[src/rtl/pmc_pkg.sv]
package pmc_pkg;

   // Enable bundle handed from the gate stage to the top
   typedef struct packed {
      logic cpu;
      logic periph;
      logic osc;
   } pmc_en_t;

   // Width of a counter that must reach the value lim
   function automatic int unsigned cnt_w(input int unsigned lim);
      return (lim < 2) ? 1 : $clog2(lim + 1);
   endfunction

endpackage

[src/rtl/pmc_rst_filter.sv]
module pmc_rst_filter #(
   parameter int unsigned CLKS_PER_MC = 12,
   parameter int unsigned RST_MC      = 2
) (
   input  logic clk,
   input  logic por_n,
   input  logic hw_rst,
   output logic rst_hit
);
   import pmc_pkg::*;

   localparam int unsigned RST_MIN = CLKS_PER_MC * RST_MC;
   localparam int unsigned CW      = cnt_w(RST_MIN);
   localparam logic [CW-1:0] LIM   = CW'(RST_MIN);
   localparam logic [CW-1:0] LIM_M1 = CW'(RST_MIN - 1);

   logic [CW-1:0] hi_cnt;

   // High-sample counter, saturating at the qualification length
   always_ff @(posedge clk or negedge por_n) begin
      if (!por_n) begin
         hi_cnt <= '0;
      end else if (!hw_rst) begin
         hi_cnt <= '0;
      end else if (hi_cnt != LIM) begin
         hi_cnt <= hi_cnt + 1'b1;
      end
   end

   // The edge that samples the RST_MIN-th consecutive high level accepts
   assign rst_hit = hw_rst && (hi_cnt >= LIM_M1);

endmodule

[src/rtl/pmc_mode_reg.sv]
module pmc_mode_reg #(
   parameter int unsigned REG_W    = 2,
   parameter int unsigned IDLE_BIT = 0,
   parameter int unsigned PD_BIT   = 1
) (
   input  logic             clk,
   input  logic             por_n,
   input  logic             hw_rst,
   input  logic             rst_hit,
   input  logic             irq_pend,
   input  logic             reg_wr,
   input  logic [REG_W-1:0] reg_wdata,
   output logic             idle_q,
   output logic             pd_q,
   output logic             rst_act_q,
   output logic             resume_q
);

   logic wr_ok;

   // Writes only land while the CPU is clocked and no reset is running
   assign wr_ok = reg_wr && !idle_q && !pd_q && !rst_act_q && !rst_hit;

   always_ff @(posedge clk or negedge por_n) begin
      if (!por_n) begin
         idle_q <= 1'b0;
         pd_q   <= 1'b0;
      end else if (rst_hit) begin
         idle_q <= 1'b0;
         pd_q   <= 1'b0;
      end else if (idle_q && !pd_q && irq_pend) begin
         idle_q <= 1'b0;
      end else if (wr_ok) begin
         if (reg_wdata[PD_BIT]) begin
            pd_q   <= 1'b1;
            idle_q <= 1'b0;
         end else begin
            idle_q <= reg_wdata[IDLE_BIT];
         end
      end
   end

   always_ff @(posedge clk or negedge por_n) begin
      if (!por_n) begin
         rst_act_q <= 1'b0;
         resume_q  <= 1'b0;
      end else if (rst_hit) begin
         rst_act_q <= 1'b1;
         if (!rst_act_q) begin
            resume_q <= idle_q;
         end
      end else if (!hw_rst) begin
         rst_act_q <= 1'b0;
         resume_q  <= 1'b0;
      end
   end

   AST_ONE_MODE: assert property (@(posedge clk) disable iff (!por_n)
      !(idle_q && pd_q));
   AST_WR_PRIO: assert property (@(posedge clk) disable iff (!por_n)
      wr_ok && reg_wdata[PD_BIT] |=> pd_q && !idle_q);
   AST_PD_HOLD: assert property (@(posedge clk) disable iff (!por_n)
      pd_q && !rst_hit |=> pd_q);
   AST_IRQ_WAKE: assert property (@(posedge clk) disable iff (!por_n)
      idle_q && irq_pend && !rst_hit |=> !idle_q);
   AST_RST_CLEARS: assert property (@(posedge clk) disable iff (!por_n)
      rst_act_q |-> !idle_q && !pd_q);
   AST_RST_DROP: assert property (@(posedge clk) disable iff (!por_n)
      !hw_rst |=> !rst_act_q && !resume_q);
   AST_RESUME_IN_RST: assert property (@(posedge clk) disable iff (!por_n)
      resume_q |-> rst_act_q);

endmodule

[src/rtl/pmc_clk_gate.sv]
module pmc_clk_gate #(
   parameter bit ENABLE_REG = 1'b0
) (
   input  logic             clk,
   input  logic             por_n,
   input  logic             idle_q,
   input  logic             pd_q,
   output pmc_pkg::pmc_en_t en
);
   import pmc_pkg::*;

   pmc_en_t en_d;

   always_comb begin
      en_d.cpu    = !idle_q && !pd_q;
      en_d.periph = !pd_q;
      en_d.osc    = !pd_q;
   end

   generate
      if (ENABLE_REG) begin : g_reg
         pmc_en_t en_q;
         always_ff @(posedge clk or negedge por_n) begin
            if (!por_n) en_q <= '1;
            else        en_q <= en_d;
         end
         assign en = en_q;
      end else begin : g_comb
         assign en = en_d;
      end
   endgenerate

endmodule

[src/rtl/pmc_top.sv]
module pmc_top #(
   parameter int unsigned CLKS_PER_MC = 12,
   parameter int unsigned RST_MC      = 2,
   parameter int unsigned REG_W       = 2,
   parameter int unsigned IDLE_BIT    = 0,
   parameter int unsigned PD_BIT      = 1,
   parameter bit          ENABLE_REG  = 1'b0
) (
   input  logic             clk,
   input  logic             por_n,
   input  logic             hw_rst,
   input  logic             reg_wr,
   input  logic [REG_W-1:0] reg_wdata,
   input  logic             irq_pend,
   output logic [REG_W-1:0] mode_rd,
   output logic             cpu_clk_en,
   output logic             periph_clk_en,
   output logic             osc_run,
   output logic             core_rst,
   output logic             warm_rst,
   output logic             ram_inhibit
);
   import pmc_pkg::*;

   generate
      if (REG_W < 2) begin : g_bad_w
         $error("pmc_top: REG_W must be at least 2");
      end
      if (IDLE_BIT == PD_BIT || IDLE_BIT >= REG_W || PD_BIT >= REG_W) begin : g_bad_bits
         $error("pmc_top: mode bit positions invalid");
      end
      if (CLKS_PER_MC < 1 || RST_MC < 1) begin : g_bad_len
         $error("pmc_top: reset qualification length must be nonzero");
      end
   endgenerate

   logic    rst_hit;
   logic    idle_q;
   logic    pd_q;
   logic    rst_act_q;
   logic    resume_q;
   pmc_en_t en;

   pmc_rst_filter #(
      .CLKS_PER_MC (CLKS_PER_MC),
      .RST_MC      (RST_MC)
   ) u_filt (
      .clk     (clk),
      .por_n   (por_n),
      .hw_rst  (hw_rst),
      .rst_hit (rst_hit)
   );

   pmc_mode_reg #(
      .REG_W    (REG_W),
      .IDLE_BIT (IDLE_BIT),
      .PD_BIT   (PD_BIT)
   ) u_mode (
      .clk       (clk),
      .por_n     (por_n),
      .hw_rst    (hw_rst),
      .rst_hit   (rst_hit),
      .irq_pend  (irq_pend),
      .reg_wr    (reg_wr),
      .reg_wdata (reg_wdata),
      .idle_q    (idle_q),
      .pd_q      (pd_q),
      .rst_act_q (rst_act_q),
      .resume_q  (resume_q)
   );

   pmc_clk_gate #(
      .ENABLE_REG (ENABLE_REG)
   ) u_gate (
      .clk    (clk),
      .por_n  (por_n),
      .idle_q (idle_q),
      .pd_q   (pd_q),
      .en     (en)
   );

   always_comb begin
      mode_rd           = '0;
      mode_rd[IDLE_BIT] = idle_q;
      mode_rd[PD_BIT]   = pd_q;
   end

   assign cpu_clk_en    = en.cpu;
   assign periph_clk_en = en.periph;
   assign osc_run       = en.osc;
   assign core_rst      = rst_act_q;
   assign warm_rst      = rst_act_q && resume_q;
   assign ram_inhibit   = rst_act_q && resume_q;

   AST_INHIBIT_IN_RST: assert property (@(posedge clk) disable iff (!por_n)
      ram_inhibit |-> core_rst);
   AST_RST_NEEDS_PIN: assert property (@(posedge clk) disable iff (!por_n)
      $rose(core_rst) |-> $past(hw_rst));

endmodule

[config.mk]
export PLATFORM = sky130hd
export DESIGN_NAME = pmc_top
export DESIGN_NICKNAME = d
export VERILOG_FILES = /design/src/rtl/pmc_pkg.sv /design/src/rtl/pmc_rst_filter.sv /design/src/rtl/pmc_mode_reg.sv /design/src/rtl/pmc_clk_gate.sv /design/src/rtl/pmc_top.sv
export SDC_FILE = /design/constraint.sdc
export NUM_CORES = 1
export LEC_CHECK = 0
export CORE_AREA = 2 2 39 41
export CTS_CLUSTER_SIZE = 14
export DETAILED_ROUTE_END_ITERATION = 12
export DIE_AREA = 0 0 41 43
export GPL_TIMING_DRIVEN = 0
export PLACE_DENSITY = 0.65
export SYNTH_ARGS = -nofsm -noshare
export SYNTH_HDL_FRONTEND = slang
export SYNTH_HIERARCHICAL = 1
export SYNTH_SLANG_ARGS = --single-unit
[constraint.sdc]
create_clock -name clk -period 1.77 [get_ports clk]
set_input_delay 0.354 -clock clk [delete_from_list [all_inputs] [get_ports clk]]
set_output_delay 0.354 -clock clk [all_outputs]
set_load 0.03 [all_outputs]
======== Word level (Yosys, flattened, before mapping) ========
Cells that the tools add are included.
word-level totals
  bits in registers ....................... 9
  logic and storage cells ................. 44
  input port bits ......................... 7
  output and inout port bits .............. 8
operators by class
  reduce and logical (&&, ||, !) cells .... 18
  add/sub/neg operators ................... 1
  $lt $le $gt $ge ......................... 1
  eq/ne operators ......................... 5
  muxes and demuxes ....................... 14
operators with widths
  operator                                                  number
  two-way mux 1 bit                                         12
  two-way mux 5 bit                                         2
  logical AND 1 bit                                         9
  != test 2 x 1 -> 1 bit, second input constant             3
  adder 5 x 1 -> 5 bit, second input constant               1
  greater-or-equal comparator 5 bit, second input constant  1
  != test 5 bit, second input constant                      1
  zero test 1 bit                                           4
  nonzero test 2 bit                                        2
  AND reduction 3 bit                                       1
  nonzero test 3 bit                                        1
  != test 2 bit, second input constant                      1
  AND reduction 2 bit                                       1

======== Logic depth before layout (Yosys ltp) ========
Gate-level depths: netlist of run 1.
  word-level depth ........................ 8
  depth in mapped cells ................... 5
  depth with buffers taken out ............ 5

======== Hierarchy ========
The synthesis of run 1 kept the hierarchy.
by module, submodules not included
  module          cells each  times used  area an instance (um^2)  sequential area each (um^2)
  pmc_rst_filter  29          1           300.3                    125.1
  pmc_mode_reg    16          1           188.9                    100.1
  pmc_top         4           1           28.8                     0.0
  pmc_clk_gate    3           1           15.0                     0.0

======== Least setup slack after synthesis of run 1 ========
Ideal clock, no wire load.
  path type ............................... register to register
  from .................................... register u_filt.hi_cnt[0]
  to ...................................... register u_mode.idle_q
  setup time .............................. 0.121 ns
  path slack .............................. 0.258 ns
  buffers on the path ..................... 0
  period minus slack after synthesis ...... 1.512 ns
  stages on the path, launching flop included .. 6
  required time ........................... 1.649 ns
  arrival time ............................ 1.392 ns
  cell sequence ........................... dfrtp_1 > ha_1 > a211oi_1 > nor3_1 > nor4b_2 > a22o_1
between the ends
  cells in the longest elaborated chain, start to end .. 5
  elaborated cells between the ends (all ways) .. 6
  those cells by class .................... 1 x order compare; 1 x mux; 4 x reduce/logical
ends and longest elaborated chain
  item                                 RTL line              source
  from (decl)                          pmc_rst_filter.sv:17  logic [CW-1:0] hi_cnt;
  from (signal assigned)               pmc_rst_filter.sv:26  hi_cnt <= hi_cnt + 1'b1;
  greater-or-equal comparator 5 bit *  pmc_rst_filter.sv:31  assign rst_hit = hw_rst && (hi_cnt >= LIM_M1);
  logical AND 1 bit *                  pmc_rst_filter.sv:31
  net rst_hit                          pmc_top.sv:37         logic rst_hit;
  zero test 1 bit                      pmc_mode_reg.sv:22    assign wr_ok = reg_wr && !idle_q && !pd_q && !rst_act_q && !rst_hit;
  logical AND 1 bit                    pmc_mode_reg.sv:22
  nonzero test 3 bit (no line)         n/a
  to (signal assigned)                 pmc_mode_reg.sv:38    idle_q <= reg_wdata[IDLE_BIT];
  to (decl)                            pmc_mode_reg.sv:13    output logic idle_q,
The timed path passes the listed nets; every way through them passes the cells marked *.
A chain may end at the register's enable or synchronous reset.

======== Worst setup path in the final report of run 1 ========
  from .................................... input port hw_rst
  to ...................................... register u_mode.idle_q
between the ends
  cells in the longest elaborated chain, start to end .. 4
  elaborated cells between the ends (all ways) .. 5
  those cells by class .................... 1 x mux; 4 x reduce/logical
ends and longest elaborated chain
  item                          RTL line              source
  from (decl)                   pmc_top.sv:11         input logic hw_rst,
  logical AND 1 bit *           pmc_rst_filter.sv:31
  net rst_hit                   pmc_top.sv:37
  zero test 1 bit               pmc_mode_reg.sv:22
  logical AND 1 bit             pmc_mode_reg.sv:22
  nonzero test 3 bit (no line)  n/a
Marks and branches as above.

==> results of run 1 <==
-- power by group through the flow --
stage	Sequential (mW)	Clock (mW)	Combinational [mW]
after floorplan	0.225	0	0.0332
after global placement	0.228	0	0.0595
after detailed placement	0.228	0	0.0604
after CTS	0.224	0.164	0.0602
after global routing	0.225	0.172	0.0682
final	0.224	0.153	0.0610
-- through the flow --
step                      TNS [ps]  util (%)  hold WS (ps)  worst slack (ps)  instance area (µm²)
after floorplan                  0         -         58.41             257.5                533.0
after global placement       -1088     50.09         549.0            -419.0                693.2
after detailed placement     -1085     50.09         553.7            -424.8                693.2
after CTS                        0     51.63         398.4             35.98                714.4
after global routing        -44.72     52.08         427.2            -44.72                720.7
final                            0     52.08         390.7             54.61                720.7
-- logic make-up after synthesis --
group | after synthesis | share of synthesized area (%)
AOI/OAI and AO/OA | 6 | 7.512
xor gates and xnor gates | 1 | 1.643
adders and majority gates | 2 | 4.694
buffers and inverters | 8 | 8.450
DFF | 9 | 42.25
muxes | 5 | 9.625
and+or+nand+nor | 21 | 25.82
-- what timing repair did --
action	in CTS	in global routing
setup buffers	0	0
gates resized for setup	9	1
setup endpoints to repair	10	1
-- flip-flops by register name, summed over array words and instances, names as in the netlist --
signal and cells:
u_mode/idle_q 1, u_mode/resume_q 1, u_mode/rst_act_q 1, u_mode/pd_q 1
u_filt/hi_cnt 5
-- synth_stat cells, drive strengths merged (2+ instances only) --
library cell,instances,area [µm²]
buf,4,30.03
nand2b,3,18.77
inv,4,15.01
nand2,7,26.28
nor2,2,7.510
a21oi,2,10.01
mux2i,4,40.04
nand3,2,10.01
ha,2,25.02
dfrtp,9,225.2
-- layer usage --
metal	global-route usage, %	up-vias
li1	-	210
met3	7.853	2
met1	14.90	197
met2	16.56	13
met5	0	-
met4	6.000	0
-- final cells by class --
class                           count  area [µm²]  share of cell area [%]
Tap cell                           16       20.02                   2.778
Inverter                            4       15.01                   2.083
Clock buffer                        4       26.28                   3.646
Buffer                              4       30.03                   4.167
Timing Repair Buffer               14       130.1                   18.06
Sequential cell                     9       225.2                   31.25
Multi-Input combinational cell     35       274.0                   38.02
-- how the worst min path moves through the flow --
stage	end	slack [ps]	startpoint	cells past startpoint
detailed placement	u_mode/resume_q	550	u_mode/resume_q	2
floorplan	u_filt/hi_cnt[0]	60	por_n	0
finish	u_filt/hi_cnt[4]	390	por_n	1
global route	u_filt/hi_cnt[3]	430	por_n	1
CTS	u_filt/hi_cnt[1]	400	por_n	1
global placement	u_mode/resume_q	550	u_mode/resume_q	2
==> impl_metrics.ini, run 1 <==
[synth]
synthCells = 52
synth_ff_type = dfrtp_1
yosysUniqueCellTypes = 23
synth_seq_cells = 9
async_reset_ff_share_pct = 100.0
syn_nets = 61
synth_area_um2 = 533.0
syn-mean-instance-area_um2 = 10.25
synth_edf_count = 0
yosysSeqAreaShare_pct = 42.25
yosysWarnings = 6

[route]
wl_met3_um = 37
vias = 422
first_pass_iters = 4
dr_wl_met2_um = 498
ant_nets = 0
top_layer = met4
met1Wirelength_um = 408
via_per_inst = 4.907
wl_per_cell_um = 11.13
drt_iter0_drc = 6
drc_errors = 0
totalWireLength_um = 957

[worst_setup_path]
crit_family = buffers and inverters
critical_path_depth = 5
crit_path_top_delay_cell = clkdlybuf4s50_1
cp_slowest_stage_delay_ps = 680
r2r-end = u_mode/idle_q
r2r_setup_slack_ps = 70
reg2regPathDepth = 5
crit_type = input pin to flip-flop
path_buf_inv = 1
r2r-start = u_filt/hi_cnt[0]
crit_required_ps = 1910
start_kind = input pin
cp.arrival_ps = 1860
worstSetupStartpoint = hw_rst
endpoint = u_mode/idle_q
cp_max_fo = 11
crit_path_end_kind = flip-flop
crit_chain = clkdlybuf4s50_1 > nand2_1 > nor3_4 > nor4b_2 > a22o_1

[global_routing]
grt_overflow = 0
grt_first_pass_wirelength_um = 1400
grt_max_degree = 12
antenna_found_initial = 0
grt_pass1_vias = 352
grt_usage_pct = 12.36

[power_and_ir_drop]
p_seq_share_pct = 51.1
power_frac_comb_pct = 13.9
internal_power_mw = 0.3324
powerDensity_nw_per_um2 = 607.4
vdd_drop_max_mv = 0.4324
netSwitchingPower_mw = 0.1054
fin_total_pwr_mw = 0.4378
cellLeakagePower_nw = 0.4185
power_frac_clock_pct = 34.9
p_sw_share_pct = 24.07

[floorplan]
placementRows = 14
chipHeight_um = 43
fp.coreArea_um2 = 1384
design.die.area_um2 = 1763
die_w_um = 41
ioPinCount = 15
initial_core_util_pct = 38.52

[finish]
diodes = 0
layout_common_cells = dfrtp_1 (9), dlygate4sd2_1 (8), nand2_1 (7), clkdlybuf4s50_1 (6)
fin_nets = 80
final_common_cell = dfrtp_1
area_delta_synth_final_pct = 35.21
final_layout_size_suffix_gt1_share_pct = 15.71
stdcell_count = 86
nFillCells = 133

[clocking]
clk_path_buf_depth = 2
cts_buffers = 3
clock-sinks = 9
clk_pin_slew_ps = 60
clk_latency_ps = 250
clockRootBuffer = clkbuf_4
cts_tree = built
h-tree-depth = 1
holdBufCountCts = 0

[placed_design]
portBuffers = 14
gp_congestion = 0.7212
dp.cells = 82
place_hpwl_um = 732.3

[timing]
setup_viol = 0
tightest_slew_ps = 435.2
max_slew_margin_pct = 70.81
finalCriticalPeriod_ps = 1715
drv_slew = 0
fin_crit_sh_pct = 96.91
hold_violations = 0
max_freq_mhz = 583.0
clock_skew_ps = 2.422

[flow_run]
drv_cap = 0

[worst_hold_path]
hp-class = input pin to asynchronous set/reset pin

[run_status]
outcome = complete, no violations
Power figures use the tool's default switching activity.
==> run 2, diff against run 1 <==
--- a/config.mk
+++ b/config.mk
@@ -10,8 +10,8 @@
 export DETAILED_ROUTE_END_ITERATION = 12
 export DIE_AREA = 0 0 41 43
 export GPL_TIMING_DRIVEN = 0
-export PLACE_DENSITY = 0.65
+export PLACE_DENSITY_LB_ADDON = 0.05
+export SETUP_SLACK_MARGIN = 0.1
 export SYNTH_ARGS = -nofsm -noshare
 export SYNTH_HDL_FRONTEND = slang
-export SYNTH_HIERARCHICAL = 1
 export SYNTH_SLANG_ARGS = --single-unit
==> impl_metrics.ini, run 2 <==
[run_status]
outcome = complete, no violations

[clocking]
clockRootBuffer = clkbuf_4
clk_latency_ps = 270
clk_path_buf_depth = 2
cts_buffers = 3
clock-sinks = 9
post-cts-setup-buffers = 0
h-tree-depth = 1
cts_tree = built
clk_pin_slew_ps = 70
holdBufCountCts = 0

[global_routing]
antenna_found_initial = 0
grt_usage_pct = 13.50
grt_first_pass_wirelength_um = 1538
grt_pass1_vias = 370
grt_overflow = 0
grt_max_degree = 10

[finish]
final_common_cell = dfrtp_1
utilization_pct = 48.46
top_register = u_filt.hi_cnt
stdcell_area_um2 = 670.6
layout_common_cells = dfrtp_1 (9), clkdlybuf4s50_1 (6), dlygate4sd2_1 (6)
fin_nets = 74
largest_register_ffs = 5
final_layout_size_suffix_gt1_share_pct = 21.88
area_delta_synth_final_pct = 34.00
diodes = 0

[placed_design]
placed_cell_area_um2 = 660.6
portBuffers = 14
place_hpwl_um = 691.2
gp_congestion = 0.6533
dp_slack_ps = 88.68

[timing]
rsz0062_at_grt = no
tns_ps = 0
fin_crit_sh_pct = 89.84
tightest_slew_ps = 418.8
hold_violations = 0
setup_viol = 0
final.setup.worst_slack_ps = 179.8
finalCriticalPeriod_ps = 1590
clock_skew_ps = 2.988
drv_slew = 0
max_slew_margin_pct = 71.99
max_freq_mhz = 628.8

[floorplan]
fp.coreArea_um2 = 1384
placementRows = 14
chipHeight_um = 43
initial_core_util_pct = 36.17
die_w_um = 41
ioPinCount = 15
design.die.area_um2 = 1763

[route]
drt_iter0_drc = 3
vias = 377
ant_nets = 0
first_pass_iters = 3
drc_errors = 0
totalWireLength_um = 898
via_per_inst = 4.713
wl_per_cell_um = 11.23

[synth]
yosysUniqueCellTypes = 20
syn_nets = 55
synth.largest_area_cell = dfrtp_1
yosys-top-cells-area = dfrtp_1 (45%), buf_4 (6.0%), xnor2_1 (5.2%)
yosys-top-cells-count = dfrtp_1 (9), and2_1 (4), buf_4 (4), inv_1 (4), nor2_1 (4)
syn-mean-instance-area_um2 = 10.88
synth_edf_count = 0
async_reset_ff_share_pct = 100.0
yosysSeqAreaShare_pct = 45.00
synth_ff_type = dfrtp_1
synth_area_um2 = 500.5
synth_seq_cells = 9
synthCells = 46
synth_most_common_cell = dfrtp_1
synth.top_cell.area_share_pct = 45.00
yosysWarnings = 0

[worst_setup_path]
r2r-start = u_filt.hi_cnt[0]
worstSetupStartpoint = u_mode.rst_act_q
start_kind = flip-flop
cp_slowest_stage_delay_ps = 410
crit_chain = and2_1 > dlygate4sd2_1
crit_path_top_delay_cell = dfrtp_1
cp.arrival_ps = 1240
cp_max_fo = 6
crit_required_ps = 1420
crit_type = flip-flop to output port
crit_path_end_kind = output port

[power_and_ir_drop]
vdd_drop_max_mv = 0.4040
cellLeakagePower_nw = 0.3895
powerDensity_nw_per_um2 = 773.5

[flow_run]
drv_cap = 0

[worst_hold_path]
hp-class = input pin to asynchronous set/reset pin
## run 2: cell families after synthesis
family	Yosys count	synth area share [%]
AND/OR/NAND/NOR	15	19.75
flip-flops	9	45.00
buffers and inverters	8	8.999
AO/OA/AOI/OAI	7	12.25
XOR/XNOR	4	7.001
adder cells (fa/ha/maj)	2	4.999
multiplexers	1	2.000
## run 2: where the power goes
group	internal, mW	switching, mW	total, mW	leakage [nW]
combinational	0.0569	0.0572	0.114	0.255
clock	0.0836	0.0787	0.162	0.0177
sequential	0.221	0.0208	0.242	0.116
## run 2: what timing repair did
item	4_1_cts	5_1_grt
hold endpoints to repair	0	0
gates cloned	0	0
resized for setup	8	4
endpoints found under the setup margin	8	2
## run 2: worst paths after layout
path | to | slack, ps | cells past startpoint
max reg2reg | u_mode.idle_q | 500 | 4
max | ram_inhibit | 180 | 2
min reg2reg | u_mode.resume_q | 540 | 2
min | u_mode.pd_q | 390 | 1
max in group asynchronous | u_mode.resume_q | 1090 | 1
min in group clk | u_mode.resume_q | 540 | 2
## run 2: metal layers
layer | GRT usage (%) | vias to the layer above | part of all wire, %
met5 | 0 | - | 0
met3 | 5.236 | 2 | 9.2
li1 | - | 189 | -
met1 | 15.67 | 170 | 44
met2 | 19.06 | 16 | 45
met4 | 10.00 | 0 | 2.1
## run 2: layout make-up
| cell class | count | area [µm²] |
|---|---|---|
| Buffer | 4 | 30.03 |
| Clock buffer | 3 | 22.52 |
| Clock inverter | 1 | 5.005 |
| Fill cell | 145 | 713.2 |
| Inverter | 4 | 15.01 |
| Multi-Input combinational cell | 29 | 230.2 |
| Sequential cell | 9 | 225.2 |
| Tap cell | 16 | 20.02 |
| Timing Repair Buffer | 14 | 122.6 |
## run 2: per-stage QoR
step / instances / power, mW / hold WS, ps
2_1_floorplan: 46 / 0.3201 / 58.41
3_3_place_gp: 76 / 0.3709 / 512.5
3_5_place_dp: 76 / 0.3693 / 523.4
4_1_cts: 80 / 0.5284 / 384.0
5_1_grt: 80 / 0.5502 / 415.4
6_report: 80 / 0.5187 / 385.5
## run 2: worst max-delay path, delay by kind of cell (launching register included)
kind | cells | cell delay (ps)
flops | 1 | 410
buf+inv | 1 | 390
simple gates | 1 | 160
